===== src/rtl/swcfg_pkg.sv =====
package swcfg_pkg;
  localparam int REG_W     = 16;
  localparam int RD_DATA_W = 2 * REG_W;
  localparam int PRE_ONES  = 32;
  localparam int RD_CMD_W  = PRE_ONES + 14;
  localparam int WR_CMD_W  = 27;
  localparam int FRAME_W   = (RD_CMD_W > WR_CMD_W) ? RD_CMD_W : WR_CMD_W;
  localparam int BC_W      = $clog2(FRAME_W + 1);
  localparam int PULSES    = 2;

  typedef enum logic [3:0] {
    ST_IDLE, ST_PRE, ST_CSUP, ST_TX_LO, ST_TX_SU, ST_TX_HI, ST_TX_END,
    ST_TRN_HI, ST_TRN_LO, ST_RX_LEAD, ST_RX_LO, ST_RX_HI, ST_RX_END,
    ST_XT_HI, ST_XT_LO
  } sm_e;
endpackage


===== src/rtl/swcfg_phase_timer.sv =====
module swcfg_phase_timer #(
  parameter int CNT_W = 9
) (
  input  logic             clk_i,
  input  logic             rst_ni,
  input  logic             start_i,
  input  logic [CNT_W-1:0] len_i,
  output logic             expired_o
);
  logic [CNT_W-1:0] cnt_q;

  always_ff @(posedge clk_i or negedge rst_ni) begin
    if (!rst_ni)               cnt_q <= '0;
    else if (start_i)          cnt_q <= len_i - CNT_W'(1);
    else if (cnt_q != '0)      cnt_q <= cnt_q - CNT_W'(1);
  end

  assign expired_o = (cnt_q == '0);
endmodule


===== src/rtl/swcfg_sync2.sv =====
module swcfg_sync2 (
  input  logic clk_i,
  input  logic rst_ni,
  input  logic d_i,
  output logic q_o
);
  logic s1_q, s2_q;

  always_ff @(posedge clk_i or negedge rst_ni) begin
    if (!rst_ni) begin
      s1_q <= 1'b0;
      s2_q <= 1'b0;
    end else begin
      s1_q <= d_i;
      s2_q <= s1_q;
    end
  end

  assign q_o = s2_q;
endmodule


===== src/rtl/swcfg_frame_build.sv =====
module swcfg_frame_build
  import swcfg_pkg::*;
(
  input  logic             we_i,
  input  logic [7:0]       addr_i,
  input  logic [REG_W-1:0] wdata_i,
  output logic [FRAME_W-1:0] frame_o,
  output logic [BC_W-1:0]  nbits_o
);
  localparam int RD_PAD = FRAME_W - RD_CMD_W;
  localparam int WR_PAD = FRAME_W - WR_CMD_W;

  logic [RD_CMD_W-1:0] rd_cmd;
  logic [WR_CMD_W-1:0] wr_cmd;

  // read: preamble, start 01, opcode 10, T=0, device 00, 7-bit address
  assign rd_cmd = {{PRE_ONES{1'b1}}, 2'b01, 2'b10, 1'b0, 2'b00, addr_i[6:0]};
  // write: start 1, opcode 01, 8-bit address, 16-bit data
  assign wr_cmd = {1'b1, 2'b01, addr_i, wdata_i};

  generate
    if (RD_PAD > 0) begin : g_rd_pad
      logic [FRAME_W-1:0] rd_al;
      assign rd_al = {rd_cmd, {RD_PAD{1'b0}}};
      assign frame_o = we_i ? {wr_cmd, {WR_PAD{1'b0}}} : rd_al;
    end else begin : g_rd_full
      assign frame_o = we_i ? {wr_cmd, {WR_PAD{1'b0}}} : rd_cmd;
    end
  endgenerate

  assign nbits_o = we_i ? BC_W'(WR_CMD_W) : BC_W'(RD_CMD_W);
endmodule


===== src/rtl/swcfg_serial_master.sv =====
module swcfg_serial_master
  import swcfg_pkg::*;
#(
  parameter int PHASE_CYC = 375,
  parameter int SETUP_CYC = 125
) (
  input  logic             clk_i,
  input  logic             rst_ni,
  input  logic             req_i,
  input  logic             we_i,
  input  logic [7:0]       addr_i,
  input  logic [REG_W-1:0] wdata_i,
  output logic [REG_W-1:0] rdata_o,
  output logic             busy_o,
  output logic             done_o,
  output logic             cs_o,
  output logic             cs_oe_o,
  output logic             sck_o,
  output logic             sck_oe_o,
  output logic             sd_o,
  output logic             sd_oe_o,
  input  logic             sd_i
);
  localparam int TMAX  = (PHASE_CYC > SETUP_CYC) ? PHASE_CYC : SETUP_CYC;
  localparam int CNT_W = $clog2(TMAX + 1);
  localparam int PW    = (PULSES > 1) ? $clog2(PULSES) : 1;

  sm_e state_q, state_d;
  logic                 we_q, odd_q, cs_q, sd_q, done_q;
  logic [FRAME_W-1:0]   frame_q, frame_w;
  logic [BC_W-1:0]      bit_cnt_q, nbits_w;
  logic [PW-1:0]        pulse_q;
  logic [RD_DATA_W-1:0] rx_q;
  logic [REG_W-1:0]     rdata_q;
  logic                 tmr_exp, tmr_start, sd_sync, pulse_last, bits_last;
  logic [CNT_W-1:0]     tmr_len;

  swcfg_frame_build i_frame (
    .we_i(we_i), .addr_i(addr_i), .wdata_i(wdata_i),
    .frame_o(frame_w), .nbits_o(nbits_w)
  );

  swcfg_phase_timer #(.CNT_W(CNT_W)) i_timer (
    .clk_i(clk_i), .rst_ni(rst_ni), .start_i(tmr_start),
    .len_i(tmr_len), .expired_o(tmr_exp)
  );

  swcfg_sync2 i_sync (.clk_i(clk_i), .rst_ni(rst_ni), .d_i(sd_i), .q_o(sd_sync));

  assign pulse_last = (pulse_q == PW'(PULSES - 1));
  assign bits_last  = (bit_cnt_q == '0);

  always_comb begin
    state_d = state_q;
    case (state_q)
      ST_IDLE:    if (req_i) state_d = ST_PRE;
      ST_PRE:     state_d = ST_CSUP;
      ST_CSUP:    state_d = ST_TX_LO;
      ST_TX_LO:   state_d = ST_TX_SU;
      ST_TX_SU:   state_d = ST_TX_HI;
      ST_TX_HI:   state_d = bits_last ? ST_TX_END : ST_TX_LO;
      ST_TX_END:  state_d = we_q ? ST_XT_HI : ST_TRN_HI;
      ST_TRN_HI:  state_d = ST_TRN_LO;
      ST_TRN_LO:  state_d = pulse_last ? ST_RX_LEAD : ST_TRN_HI;
      ST_RX_LEAD: state_d = ST_RX_LO;
      ST_RX_LO:   state_d = ST_RX_HI;
      ST_RX_HI:   state_d = bits_last ? ST_RX_END : ST_RX_LO;
      ST_RX_END:  state_d = ST_XT_HI;
      ST_XT_HI:   state_d = ST_XT_LO;
      ST_XT_LO:   state_d = pulse_last ? ST_IDLE : ST_XT_HI;
      default:    state_d = ST_IDLE;
    endcase
    // timed states advance only on timer expiry
    if (state_q != ST_IDLE && !tmr_exp) state_d = state_q;
  end

  assign tmr_start = (state_q == ST_IDLE) ? req_i : (tmr_exp && state_d != ST_IDLE);
  assign tmr_len   = (state_d == ST_TX_SU) ? CNT_W'(SETUP_CYC) : CNT_W'(PHASE_CYC);

  always_ff @(posedge clk_i or negedge rst_ni) begin
    if (!rst_ni) begin
      state_q   <= ST_IDLE;
      we_q      <= 1'b0;
      odd_q     <= 1'b0;
      frame_q   <= '0;
      bit_cnt_q <= '0;
      pulse_q   <= '0;
      cs_q      <= 1'b0;
      sd_q      <= 1'b0;
      rx_q      <= '0;
      rdata_q   <= '0;
      done_q    <= 1'b0;
    end else begin
      state_q <= state_d;
      done_q  <= 1'b0;
      case (state_q)
        ST_IDLE: if (req_i) begin
          we_q      <= we_i;
          odd_q     <= addr_i[0];
          frame_q   <= frame_w;
          bit_cnt_q <= nbits_w - BC_W'(1);
          cs_q      <= 1'b0;
          sd_q      <= 1'b0;
        end
        ST_PRE:   if (tmr_exp) cs_q <= we_q;
        ST_TX_LO: if (tmr_exp) sd_q <= frame_q[FRAME_W-1];
        ST_TX_HI: if (tmr_exp) begin
          frame_q   <= {frame_q[FRAME_W-2:0], 1'b0};
          bit_cnt_q <= bits_last ? BC_W'(RD_DATA_W - 1) : bit_cnt_q - BC_W'(1);
        end
        ST_TX_END: if (tmr_exp) begin
          cs_q    <= 1'b0;
          pulse_q <= '0;
        end
        ST_TRN_LO: if (tmr_exp) pulse_q <= pulse_last ? '0 : pulse_q + PW'(1);
        ST_RX_LO:  if (tmr_exp) rx_q <= {rx_q[RD_DATA_W-2:0], sd_sync};
        ST_RX_HI:  if (tmr_exp && !bits_last) bit_cnt_q <= bit_cnt_q - BC_W'(1);
        ST_RX_END: if (tmr_exp) begin
          rdata_q <= odd_q ? rx_q[RD_DATA_W-1 -: REG_W] : rx_q[REG_W-1:0];
          pulse_q <= '0;
        end
        ST_XT_LO: if (tmr_exp) begin
          pulse_q <= pulse_last ? '0 : pulse_q + PW'(1);
          if (pulse_last) done_q <= 1'b1;
        end
        default: ;
      endcase
    end
  end

  always_comb begin
    case (state_q)
      ST_TX_HI, ST_TRN_HI, ST_RX_HI, ST_XT_HI: sck_o = 1'b1;
      default:                                 sck_o = 1'b0;
    endcase
    case (state_q)
      ST_PRE, ST_CSUP, ST_TX_LO, ST_TX_SU, ST_TX_HI, ST_TX_END: sd_oe_o = 1'b1;
      ST_XT_HI, ST_XT_LO:                                       sd_oe_o = we_q;
      default:                                                  sd_oe_o = 1'b0;
    endcase
  end

  assign busy_o   = (state_q != ST_IDLE);
  assign cs_oe_o  = busy_o;
  assign sck_oe_o = busy_o;
  assign cs_o     = cs_q;
  assign sd_o     = sd_q;
  assign done_o   = done_q;
  assign rdata_o  = rdata_q;
endmodule


===== config.mk =====
export PLATFORM = sky130hd
export DESIGN_NAME = swcfg_serial_master
export DESIGN_NICKNAME = d
export VERILOG_FILES = /design/src/rtl/swcfg_pkg.sv /design/src/rtl/swcfg_phase_timer.sv /design/src/rtl/swcfg_sync2.sv /design/src/rtl/swcfg_frame_build.sv /design/src/rtl/swcfg_serial_master.sv
export SDC_FILE = /design/constraint.sdc
export NUM_CORES = 1
export LEC_CHECK = 0
export BUFFER_PORTS_ARGS = -buffer_cell sky130_fd_sc_hd__clkbuf_2
export CORE_MARGIN = 3
export CORE_UTILIZATION = 40
export CTS_CLUSTER_SIZE = 30
export DETAILED_ROUTE_END_ITERATION = 10
export HOLD_SLACK_MARGIN = 0.05
export SKIP_CTS_REPAIR_TIMING = 1
export SYNTH_ARGS = -nofsm -noshare
export SYNTH_HDL_FRONTEND = slang
export SYNTH_SLANG_ARGS = --single-unit

===== constraint.sdc =====
create_clock -name clk_i -period 3.5 [get_ports clk_i]
set_input_delay 0.7 -clock clk_i [delete_from_list [all_inputs] [get_ports clk_i]]
set_output_delay 0.7 -clock clk_i [all_outputs]
set_load 0.01 [all_outputs]

==> metrics.txt <==
status=complete, no violations; Area Overhead vs Synth=18.0%; Cell Area, Synth=5920 sq um; I/O Buffers=52; worst endpoint required time=3.80 ns; PwrDens=492 nW/um^2; final setup margin=0.235 ns; R2R Setup Slk=0.24 ns; Pre-Repair DR Iteration Count=6; Clock Sinks=121; Vias per Instance=5.37; synth unique cells=60; fin crit period=3.26 ns; Least-Margin Pin Slew=0.923 ns; number of enable flip-flop cells after synthesis=0; Worst-path clk slew=0.06 ns; setup TNS=0 ns; crit-path max FO=14; root buf cell=clkbuf_16; Rows=43; Core Region=14,200 sq um; Seq/Total Area, Yosys=0.511; Die Area=16,300 sq um; Final setup violation count=0; initial antenna violation count=0; dpl ws=0.313 ns; HPWL Detailed=7910 microns; FF-to-FF Start=state_q[2]$_DFF_PN0_; total gr overflow=0; Yosys reg bits=121; peak supply drop=0.383 mV; pins over their slew limit=0; deepest clock path buffer count=2; chip height=128 microns; final hold violations=0; detailed-route via count=4,358; Boundary Pins=53; Mapped Cells=570; Leak=3.10 nW; CP startpoint kind=flop; drt total wl=12,300 microns; chip width=128 microns; CTS H-tree depth=4; Crit. End Element=flop; post-route ant nets=0; drt drc=0; initial core utilization=0.417; type of the tightest min-delay check=in2async; RSZ-0062 raised after global routing=false; number of global-route vias before repair=4,275; yosys warns=0; WL/cell=15.1 microns; Worst Skew=0.00827 ns; routability congestion estimate=0.872; Final #Nets=650; slew margin rel.=0.385; share of flip-flops with an asynchronous set or reset=1.00; wire length of the first global-routing pass=21,000 microns; ant diodes=0; Total GRT Usage=0.159; Inst Count DP=779; worst r2r dst=i_timer.cnt_q[8]$_DFFE_PN0P_; Primary FF master, synth=dfrtp_1; Tcrit/Tclk final=0.933; TritonCTS buffer count=17; layout cells sized above 1=0.268; largest net degree at the start of global routing=72; Clk Latency, worst-skew pair=0.42 ns; Fmax=306 MHz; Iteration-0 DRC Markers=324; R2R depth=9; non-filler cells, final=811; Synth Area per Inst=10.4 sq um; MaxCap Viol Count=0; CTS tree=yes; crit path DAT=3.57 ns; critical path class=reg2reg; Fillers=1,327; Syn Nets=602
==> placed cells by master, fill, tap and decap left out, drive strengths merged, types with 2 or more instances in the layout <==
| cell type | n |
|---|---|
| dfrtp | 121 |
| clkbuf | 69 |
| nand2 | 65 |
| mux2 | 60 |
| nor2 | 55 |
| a21oi | 43 |
| o21ai | 36 |
| buf | 21 |
| inv | 21 |
| mux2i | 18 |
| nand3 | 11 |
| a22oi | 9 |
| a31oi | 8 |
| nor3 | 8 |
| and2 | 5 |
| o22ai | 5 |
| a22o | 5 |
| nor2b | 4 |
| nand2b | 4 |
| o41ai | 4 |
| bufinv | 4 |
| nor3b | 3 |
| a221oi | 3 |
| xor2 | 3 |
| ha | 3 |
| or4 | 3 |
| nor4 | 3 |
| o21a | 2 |
| o2111ai | 2 |
| o221ai | 2 |
| o211ai | 2 |
| nand4b | 2 |
| o2bb2ai | 2 |
| o211a | 2 |
| o31ai | 2 |
| clkinv | 2 |
==> report_power, final <==
| group | switching [mW] | total [mW] | internal (mW) |
|---|---|---|---|
| Clock | 0.680 | 1.89 | 1.21 |
| Combinational | 0.0609 | 0.104 | 0.0429 |
| Sequential | 0.0154 | 1.45 | 1.43 |
| Total | 0.756 | 3.44 | 2.68 |
==> layout make-up <==
cell class	instances	area (sq um)	share of cell area
multi-input cells	392	2610	0.373
flip-flops and latches	121	3030	0.433
clock buffers	18	429	0.0614
inverters	14	52.6	0.00752
well taps	180	225	0.0322
clock inverters	14	209	0.0299
repair buffers	72	438	0.0627
==> metrics by stage <==
step / instance area, sq um / utilization / total power [mW] / hold WS, ns
after floorplan: 5920 / - / 1.51 / 0.331
after global placement: 6350 / 0.447 / 1.57 / 0.346
after detailed placement: 6350 / 0.447 / 1.58 / 0.342
after CTS: 6990 / 0.492 / 3.48 / 0.329
after global routing: 6990 / 0.492 / 3.57 / 0.351
final: 6990 / 0.492 / 3.44 / 0.316
==> worst max path at each step <==
| stage | slack, ns | from | end | depth (start not counted) |
|---|---|---|---|---|
| after global placement | 0.44 | state_q[2]$_DFF_PN0_ | i_timer.cnt_q[8]$_DFFE_PN0P_ | 9 |
| after floorplan | 0.42 | bit_cnt_q[0]$_DFFE_PN0P_ | i_timer.cnt_q[8]$_DFFE_PN0P_ | 11 |
| after CTS | 0.28 | state_q[2]$_DFF_PN0_ | i_timer.cnt_q[8]$_DFFE_PN0P_ | 9 |
| after global routing | 0.01 | state_q[2]$_DFF_PN0_ | i_timer.cnt_q[8]$_DFFE_PN0P_ | 9 |
| final | 0.24 | state_q[2]$_DFF_PN0_ | i_timer.cnt_q[8]$_DFFE_PN0P_ | 9 |
| after detailed placement | 0.31 | state_q[0]$_DFF_PN0_ | i_timer.cnt_q[8]$_DFFE_PN0P_ | 9 |
==> layer usage <==
layer | vias to the layer above | track usage | part of all wire | wire (microns)
li1 | 2127 | - | - | -
met1 | 2108 | 0.209 | 0.48 | 5840
met2 | 110 | 0.250 | 0.46 | 5700
met3 | 13 | 0.0583 | 0.051 | 620
met4 | 0 | 0.0400 | 0.0093 | 114
met5 | - | 0 | 0 | 0
==> logic make-up (layout without fill, tap and decap cells) <==
logic type,after synthesis,after routing,share of synthesized area
adders and majority gates,3,3,0.00634
xor gates and xnor gates,3,3,0.00444
muxes,78,78,0.145
buffers and inverters,57,118,0.0497
and+or+nand+nor,172,172,0.140
AOI/OAI and AO/OA,136,136,0.144
DFF,121,121,0.511
==> cell usage after synthesis, types with 3 or more instances <==
library cell	instances	share of area
and2_1	5	0.0053
buf_6	4	0.0076
nand3_1	11	0.0093
buf_2	7	0.0059
ha_1	3	0.0063
nor2b_1	4	0.0042
dfrtp_1	121	0.51
a22o_1	5	0.0074
mux2_2	59	0.11
buf_1	5	0.0032
a31oi_1	8	0.0085
nor3b_1	3	0.0038
nor3_1	7	0.0059
a22oi_1	9	0.011
o22ai_1	5	0.0053
clkbuf_1	20	0.013
nand2b_1	4	0.0042
o21ai_0	36	0.030
a21oi_1	43	0.036
mux2i_1	18	0.030
a221oi_1	3	0.0044
nand2_1	65	0.041
inv_1	14	0.0089
o41ai_1	4	0.0059
nor2_1	55	0.035
xor2_1	3	0.0044
buf_4	5	0.0063
==> flip-flops by register name (all words and copies together) (netlist names) <==
| name | cells |
|---|---|
| frame_q | 46 |
| rx_q | 32 |
| rdata_o | 16 |
| i_timer.cnt_q | 9 |
| bit_cnt_q | 6 |
| state_q | 4 |
| cs_o | 1 |
| done_o | 1 |
| i_sync.q_o | 1 |
| i_sync.s1_q | 1 |
| odd_q | 1 |
| pulse_last | 1 |
| sd_o | 1 |
| we_q | 1 |
==> critical path, stage by stage (launching register included) <==
cell	delay, ns
dfrtp_1	0.66
nand4b_1	0.22
a22oi_1	0.11
or4_1	0.57
a311o_1	0.42
a21oi_1	0.17
ha_1	0.21
nor3b_1	0.36
nand2b_1	0.12
a211o_1	0.31
Note: power is estimated with default switching activity, not from simulation.
